[src/rtl/afd_pkg.sv]
package afd_pkg;
    typedef enum logic {
        REQ_PACKED = 1'b0,
        REQ_SPLIT  = 1'b1
    } req_mode_e;
endpackage

[src/rtl/afd_store.sv]
module afd_store #(
    parameter int DEPTH  = 8,
    parameter int DATA_W = 32,
    localparam int PW    = (DEPTH > 1) ? $clog2(DEPTH) : 1
) (
    input  logic              clk,
    input  logic              rst_n,
    input  logic              we,
    input  logic [PW-1:0]     waddr,
    input  logic [DATA_W-1:0] wdata,
    input  logic [PW-1:0]     raddr,
    output logic [DATA_W-1:0] rdata
);
    logic [DATA_W-1:0] mem_q [DEPTH];

    always_ff @(posedge clk or negedge rst_n) begin
        if (!rst_n) begin
            for (int i = 0; i < DEPTH; i++) mem_q[i] <= '0;
        end else if (we) begin
            mem_q[waddr] <= wdata;
        end
    end

    assign rdata = mem_q[raddr];
endmodule

[src/rtl/afd_pack.sv]
module afd_pack
    import afd_pkg::*;
#(
    parameter int DATA_W = 32,
    parameter int HALF_W = 16
) (
    input  logic              clk,
    input  logic              rst_n,
    input  logic              enable,
    input  logic              split_mode,
    input  logic              wr_valid,
    input  logic [DATA_W-1:0] wr_data,
    input  logic              accept,
    output logic              push,
    output logic [DATA_W-1:0] push_data,
    output logic              exp_right_nxt
);
    typedef struct packed {
        logic [HALF_W-1:0] hold;
        logic              exp_right;
    } pack_t;

    pack_t st_q, st_d;
    logic  is_split;

    always_comb begin
        is_split  = (req_mode_e'(split_mode) == REQ_SPLIT);
        st_d      = st_q;
        push      = 1'b0;
        push_data = wr_data;
        if (!enable || !is_split) begin
            st_d.exp_right = 1'b0;
            push           = enable && wr_valid && accept;
        end else begin
            push_data = {st_q.hold, wr_data[HALF_W-1:0]};
            if (wr_valid && accept) begin
                if (!st_q.exp_right) begin
                    st_d.hold      = wr_data[HALF_W-1:0];
                    st_d.exp_right = 1'b1;
                end else begin
                    push           = 1'b1;
                    st_d.exp_right = 1'b0;
                end
            end
        end
        exp_right_nxt = st_d.exp_right;
    end

    always_ff @(posedge clk or negedge rst_n) begin
        if (!rst_n) st_q <= '0;
        else        st_q <= st_d;
    end
endmodule

[src/rtl/afd_ctrl.sv]
module afd_ctrl
    import afd_pkg::*;
#(
    parameter int DEPTH  = 8,
    parameter int DATA_W = 32,
    localparam int PW    = (DEPTH > 1) ? $clog2(DEPTH) : 1,
    localparam int CW    = $clog2(DEPTH + 1)
) (
    input  logic              clk,
    input  logic              rst_n,
    input  logic              enable,
    input  logic              split_mode,
    input  logic              push,
    input  logic              exp_right_nxt,
    input  logic              ld_req,
    input  logic              underrun_clr,
    input  logic [DATA_W-1:0] rd_data,
    output logic [PW-1:0]     wptr,
    output logic [PW-1:0]     rptr,
    output logic              full,
    output logic [CW-1:0]     cnt,
    output logic              started,
    output logic              req_l,
    output logic              req_r,
    output logic [DATA_W-1:0] ld_data,
    output logic              underrun
);
    typedef struct packed {
        logic [PW-1:0]     wptr;
        logic [PW-1:0]     rptr;
        logic [CW-1:0]     cnt;
        logic              started;
        logic              req_l;
        logic              req_r;
        logic              underrun;
        logic [DATA_W-1:0] ld_data;
    } ctrl_t;

    ctrl_t st_q, st_d;
    logic  pop, starve, nxt_full, is_split;

    function automatic logic [PW-1:0] wrap_inc(input logic [PW-1:0] p);
        return (p == PW'(DEPTH - 1)) ? '0 : p + 1'b1;
    endfunction

    always_comb begin
        st_d     = st_q;
        is_split = (req_mode_e'(split_mode) == REQ_SPLIT);
        pop      = ld_req && st_q.started && (st_q.cnt != '0);
        starve   = ld_req && st_q.started && (st_q.cnt == '0);
        nxt_full = 1'b0;
        st_d.underrun = starve || (st_q.underrun && !underrun_clr);
        if (!enable) begin
            st_d.wptr    = '0;
            st_d.rptr    = '0;
            st_d.cnt     = '0;
            st_d.started = 1'b0;
            st_d.req_l   = 1'b0;
            st_d.req_r   = 1'b0;
            st_d.ld_data = '0;
        end else begin
            if (push) st_d.wptr = wrap_inc(st_q.wptr);
            if (pop)  st_d.rptr = wrap_inc(st_q.rptr);
            st_d.cnt = st_q.cnt + CW'(push) - CW'(pop);
            nxt_full = (st_d.cnt == CW'(DEPTH));
            st_d.started = st_q.started || nxt_full;
            if (pop)         st_d.ld_data = rd_data;
            else if (ld_req) st_d.ld_data = '0;
            st_d.req_l = !nxt_full && (!is_split || !exp_right_nxt);
            st_d.req_r = !nxt_full && is_split && exp_right_nxt;
        end
    end

    always_ff @(posedge clk or negedge rst_n) begin
        if (!rst_n) st_q <= '0;
        else        st_q <= st_d;
    end

    assign wptr     = st_q.wptr;
    assign rptr     = st_q.rptr;
    assign cnt      = st_q.cnt;
    assign full     = (st_q.cnt == CW'(DEPTH));
    assign started  = st_q.started;
    assign req_l    = st_q.req_l;
    assign req_r    = st_q.req_r;
    assign ld_data  = st_q.ld_data;
    assign underrun = st_q.underrun;
endmodule

[src/rtl/audio_tx_fifo.sv]
module audio_tx_fifo #(
    parameter int DEPTH  = 8,
    parameter int DATA_W = 32,
    parameter int HALF_W = 16
) (
    input  logic              clk,
    input  logic              rst_n,
    input  logic              enable,
    input  logic              split_mode,
    input  logic              wr_valid,
    input  logic [DATA_W-1:0] wr_data,
    input  logic              ld_req,
    input  logic              underrun_clr,
    output logic [DATA_W-1:0] ld_data,
    output logic              req_l,
    output logic              req_r,
    output logic              underrun
);
    localparam int PW = (DEPTH > 1) ? $clog2(DEPTH) : 1;
    localparam int CW = $clog2(DEPTH + 1);

    logic              push, full_w, exp_nxt, started_w;
    logic [DATA_W-1:0] push_data, rd_data;
    logic [PW-1:0]     wptr, rptr;
    logic [CW-1:0]     cnt_w;

    afd_pack #(.DATA_W(DATA_W), .HALF_W(HALF_W)) u_pack (
        .clk(clk), .rst_n(rst_n), .enable(enable), .split_mode(split_mode),
        .wr_valid(wr_valid), .wr_data(wr_data), .accept(!full_w),
        .push(push), .push_data(push_data), .exp_right_nxt(exp_nxt)
    );

    afd_store #(.DEPTH(DEPTH), .DATA_W(DATA_W)) u_store (
        .clk(clk), .rst_n(rst_n), .we(push), .waddr(wptr), .wdata(push_data),
        .raddr(rptr), .rdata(rd_data)
    );

    afd_ctrl #(.DEPTH(DEPTH), .DATA_W(DATA_W)) u_ctrl (
        .clk(clk), .rst_n(rst_n), .enable(enable), .split_mode(split_mode),
        .push(push), .exp_right_nxt(exp_nxt), .ld_req(ld_req),
        .underrun_clr(underrun_clr), .rd_data(rd_data),
        .wptr(wptr), .rptr(rptr), .full(full_w), .cnt(cnt_w),
        .started(started_w), .req_l(req_l), .req_r(req_r),
        .ld_data(ld_data), .underrun(underrun)
    );
endmodule

[config.mk]
export PLATFORM = sky130hd
export DESIGN_NAME = audio_tx_fifo
export DESIGN_NICKNAME = d
export VERILOG_FILES = /design/src/rtl/afd_pkg.sv /design/src/rtl/afd_store.sv /design/src/rtl/afd_pack.sv /design/src/rtl/afd_ctrl.sv /design/src/rtl/audio_tx_fifo.sv
export SDC_FILE = /design/constraint.sdc
export NUM_CORES = 1
export LEC_CHECK = 0
export ABC_CLOCK_PERIOD_IN_PS = 4800
export BUFFER_PORTS_ARGS = -buffer_cell sky130_fd_sc_hd__clkbuf_2
export CORE_MARGIN = 1.5
export CORE_UTILIZATION = 62
export DETAILED_ROUTE_END_ITERATION = 7
export PLACE_DENSITY = 0.8
export SKIP_LAST_GASP = 1
export SLEW_MARGIN = 20
export SYNTH_ARGS = -nofsm -noshare
export SYNTH_HDL_FRONTEND = slang
export SYNTH_SLANG_ARGS = --single-unit
export TNS_END_PERCENT = 1
[constraint.sdc]
create_clock -name clk -period 4.8 [get_ports clk]
set_input_delay 1.44 -clock clk [delete_from_list [all_inputs] [get_ports clk]]
set_output_delay 1.44 -clock clk [all_outputs]
set_load 0.02 [all_outputs]
==> results.md <==
* IO Pins at 74
* Max-cap violation count at 0
* Avg Cell Area, Syn at 15.5 um^2
* Fin util at 0.699
* Slew @ Worst Pin at 0.874 ns
* Drt via density at 6.16
* Internal Power at 5.91 mW
* Syn Std Cell Area at 15200 um^2
* Pleak at 7.84 nW
* Num rows at 57
* Antenna viol nets, final at 0
* First-pass DRT Iterations at 5
* Core area at 24200 um^2
* Unrepaired setup endpoints after global routing: no
* Achievable clock frequency at 0.279 GHz
* Initial antenna violation count at 0
* Residual DRC at 0
* Mapped Cells at 978
* Clock share of power at 0.326
* Reg clk slew, reported paths at 0.06 ns
* CTS Buf Count at 34
* Status: complete, no violations
* Fin Setup TNS at 0 ns
* Slew headroom at 0.417
* EDFF count, synth at 0
* Die area at 25400 um^2
* Final hold vios at 0
* Global-route usage over all layers at 0.279
* Global-route wire length before repair at 54600 um
* # H-tree levels at 2
* Layout cells sized above 1 at 0.509
* Worst Path Required at 5.18 ns
* Fill cells at 1563
* Synth cell types at 45
* Die Wd at 159 um
* Top_reg_cell synth: dfrtp_1
* Via count at 8609
* Reg2reg start: u_ctrl.cnt[2]$_DFF_PN0_
* Postcts setup bufs at 0
* Syn Nets at 1029
* Post-route clock period utilization at 0.747
* Clock Path Buffers at 3
* Post-synthesis to final-layout area growth at 11.5%
* Worst Path Arrival at 3.97 ns
* ANT cells at 0
* Hold_sp: u_ctrl.ld_data[10]$_DFFE_PN0P_
* # resized after CTS at 0
* R2R setup slack at 1.21 ns
* GR Overflow Total at 0
* Vias in the first global route at 9383
* Crit path time final at 3.59 ns
* Final setup fails at 0
* Most frequent cells in the layout: 317 x dfrtp_1, 180 x mux2_4, 167 x mux2_2, 72 x clkbuf_2, 39 x nand2_1
* Cell accounting for the most synthesized area: dfrtp_1
* Initial core utilization at 0.627
* Most common cell after layout, fill and taps aside: dfrtp_1
* DR iter-0 viols at 665
* Clk root buf: clkbuf_16
* Post-DP HPWL at 19600 um
* Crit path max fanout at 12
* Peak supply drop at 254 uV
* Nets at 1102
* CTS tree: yes
* Switching component of the power at 2.08 mW
* Ys Warns at 0
* TritonCTS Sinks at 319
* Top cell type's share of synthesized area at 0.526
* Switching portion of total power at 0.260
* CP Launch Point: u_ctrl.cnt[2]$_DFF_PN0_
* Startpoint class of the critical path: flip-flop
* Worst min path class: flip-flop to flip-flop
* Share of flip-flops with an asynchronous set or reset at 1.00
* Pwr dens at 473 nW/um^2
* Routability cong. at 0.798
* Die Ht at 159 um
* Hold buffer count at CTS at 0
* Yosys reg bits at 319
* Final WL at 34000 um
* Comb pwr share at 0.213
* Synth top area cells: dfrtp_1 53%, mux2_4 18%, mux2_2 12%
* Skew-Pair Late Insertion Delay at 0.52 ns
* Crit path kind: flip-flop to flip-flop
* Reg power frac at 0.461
* Max Slew Vio Count at 0
* Critical path endpoint category: flip-flop
* Final setup skew at 0.0245 ns
* Port bufs at 73
* Pin count of the biggest net entering global routing at 106
* Sequential area share after synthesis at 0.526
* Wirelength per Cell at 24.3 um
[flip-flops by register name, summed over array words and instances (netlist names)]
name,cells
u_store.mem_q,256
u_ctrl.ld_data,32
u_pack.st_q,17
u_ctrl.cnt,4
u_ctrl.rptr,3
u_ctrl.wptr,3
u_ctrl.req_l,1
u_ctrl.req_r,1
u_ctrl.started,1
u_ctrl.underrun,1
[cell usage after synthesis, types with 2 or more instances]
| master | number |
|---|---|
| buf_4 | 5 |
| mux2_1 | 3 |
| buf_6 | 19 |
| mux2_4 | 180 |
| nor4_4 | 4 |
| ha_1 | 11 |
| nand2_1 | 39 |
| o211ai_1 | 2 |
| mux2_2 | 167 |
| buf_2 | 21 |
| inv_1 | 12 |
| dfrtp_1 | 319 |
| o22ai_1 | 32 |
| a21oi_1 | 2 |
| buf_1 | 2 |
| o31ai_1 | 31 |
| nor4_2 | 2 |
| o21ai_0 | 2 |
| nor2_1 | 24 |
| clkbuf_1 | 14 |
| or2_2 | 2 |
| mux4_2 | 32 |
| nand2b_1 | 4 |
| nor2b_1 | 23 |
| and2_1 | 2 |
| mux2i_1 | 4 |
| a211oi_1 | 2 |
[cells by family after synthesis]
group	Yosys count	synth area share
DFF	319	0.526
adders and majority gates	12	0.0104
AOI/OAI and AO/OA	77	0.0356
and+or+nand+nor	109	0.0414
buffers and inverters	73	0.0304
muxes	386	0.355
xor gates and xnor gates	2	0.00116
[through the flow]
stage | instances | hold slack, ns | power, mW | area [um^2] | worst slack [ns]
2_1_floorplan | 978 | 0.452 | 4.94 | 15200 | 0.874
3_3_place_gp | 1338 | 0.461 | 5.30 | 15800 | 0.836
3_5_place_dp | 1338 | 0.465 | 5.38 | 15800 | 0.737
4_1_cts | 1396 | 0.478 | 8.02 | 16900 | 1.24
5_1_grt | 1397 | 0.512 | 8.33 | 16900 | 1.03
6_report | 1397 | 0.480 | 7.99 | 16900 | 1.21
[final timing paths]
path	endpoint	depth (start not counted)
hold / removal	u_ctrl.ld_data[10]$_DFFE_PN0P_	2
max in group asynchronous	u_store.mem_q[110]$_DFFE_PN0P_	2
hold reg to reg	u_ctrl.ld_data[10]$_DFFE_PN0P_	2
setup reg to reg	u_ctrl.req_r$_DFF_PN0_	14
min in group asynchronous	u_ctrl.ld_data[27]$_DFFE_PN0P_	1
setup / recovery	u_ctrl.req_r$_DFF_PN0_	14
[power groups by stage]
stage | Combinational (mW) | Clock, mW | Sequential (mW)
2_1_floorplan | 1.37 | 0 | 3.57
3_3_place_gp | 1.62 | 0 | 3.67
3_5_place_dp | 1.69 | 0 | 3.69
4_1_cts | 1.71 | 2.64 | 3.68
5_1_grt | 1.83 | 2.76 | 3.74
6_report | 1.70 | 2.61 | 3.69
[layout make-up]
| cell class | count | area, um^2 | share of cell area |
|---|---|---|---|
| Clock buffer | 49 | 998 | 0.0590 |
| Clock inverter | 9 | 103 | 0.00607 |
| Inverter | 12 | 45.0 | 0.00266 |
| Multi-Input combinational cell | 586 | 6750 | 0.399 |
| Sequential cell | 319 | 7990 | 0.472 |
| Tap cell | 324 | 405 | 0.0240 |
| Timing Repair Buffer | 98 | 621 | 0.0367 |
[metal layers]
layer,GRT usage,part of all wire
met5,0,0
met2,0.450,0.48
met3,0.0435,0.041
met4,0.0986,0.026
met1,0.389,0.45
[critical path, cell delays in order, from the launching register on]
cell	delay, ns
dfrtp_1	0.35
inv_1	0.11
ha_1	0.19
or3b_4	0.40
a21oi_4	0.56
or2_2	0.27
ha_1	0.23
inv_1	0.05
ha_1	0.15
inv_1	0.05
fa_1	0.49
nor2b_1	0.17
nand3b_1	0.10
mux2i_1	0.25
nor2b_1	0.09
No activity file was read; power rests on OpenSTA's default activity.
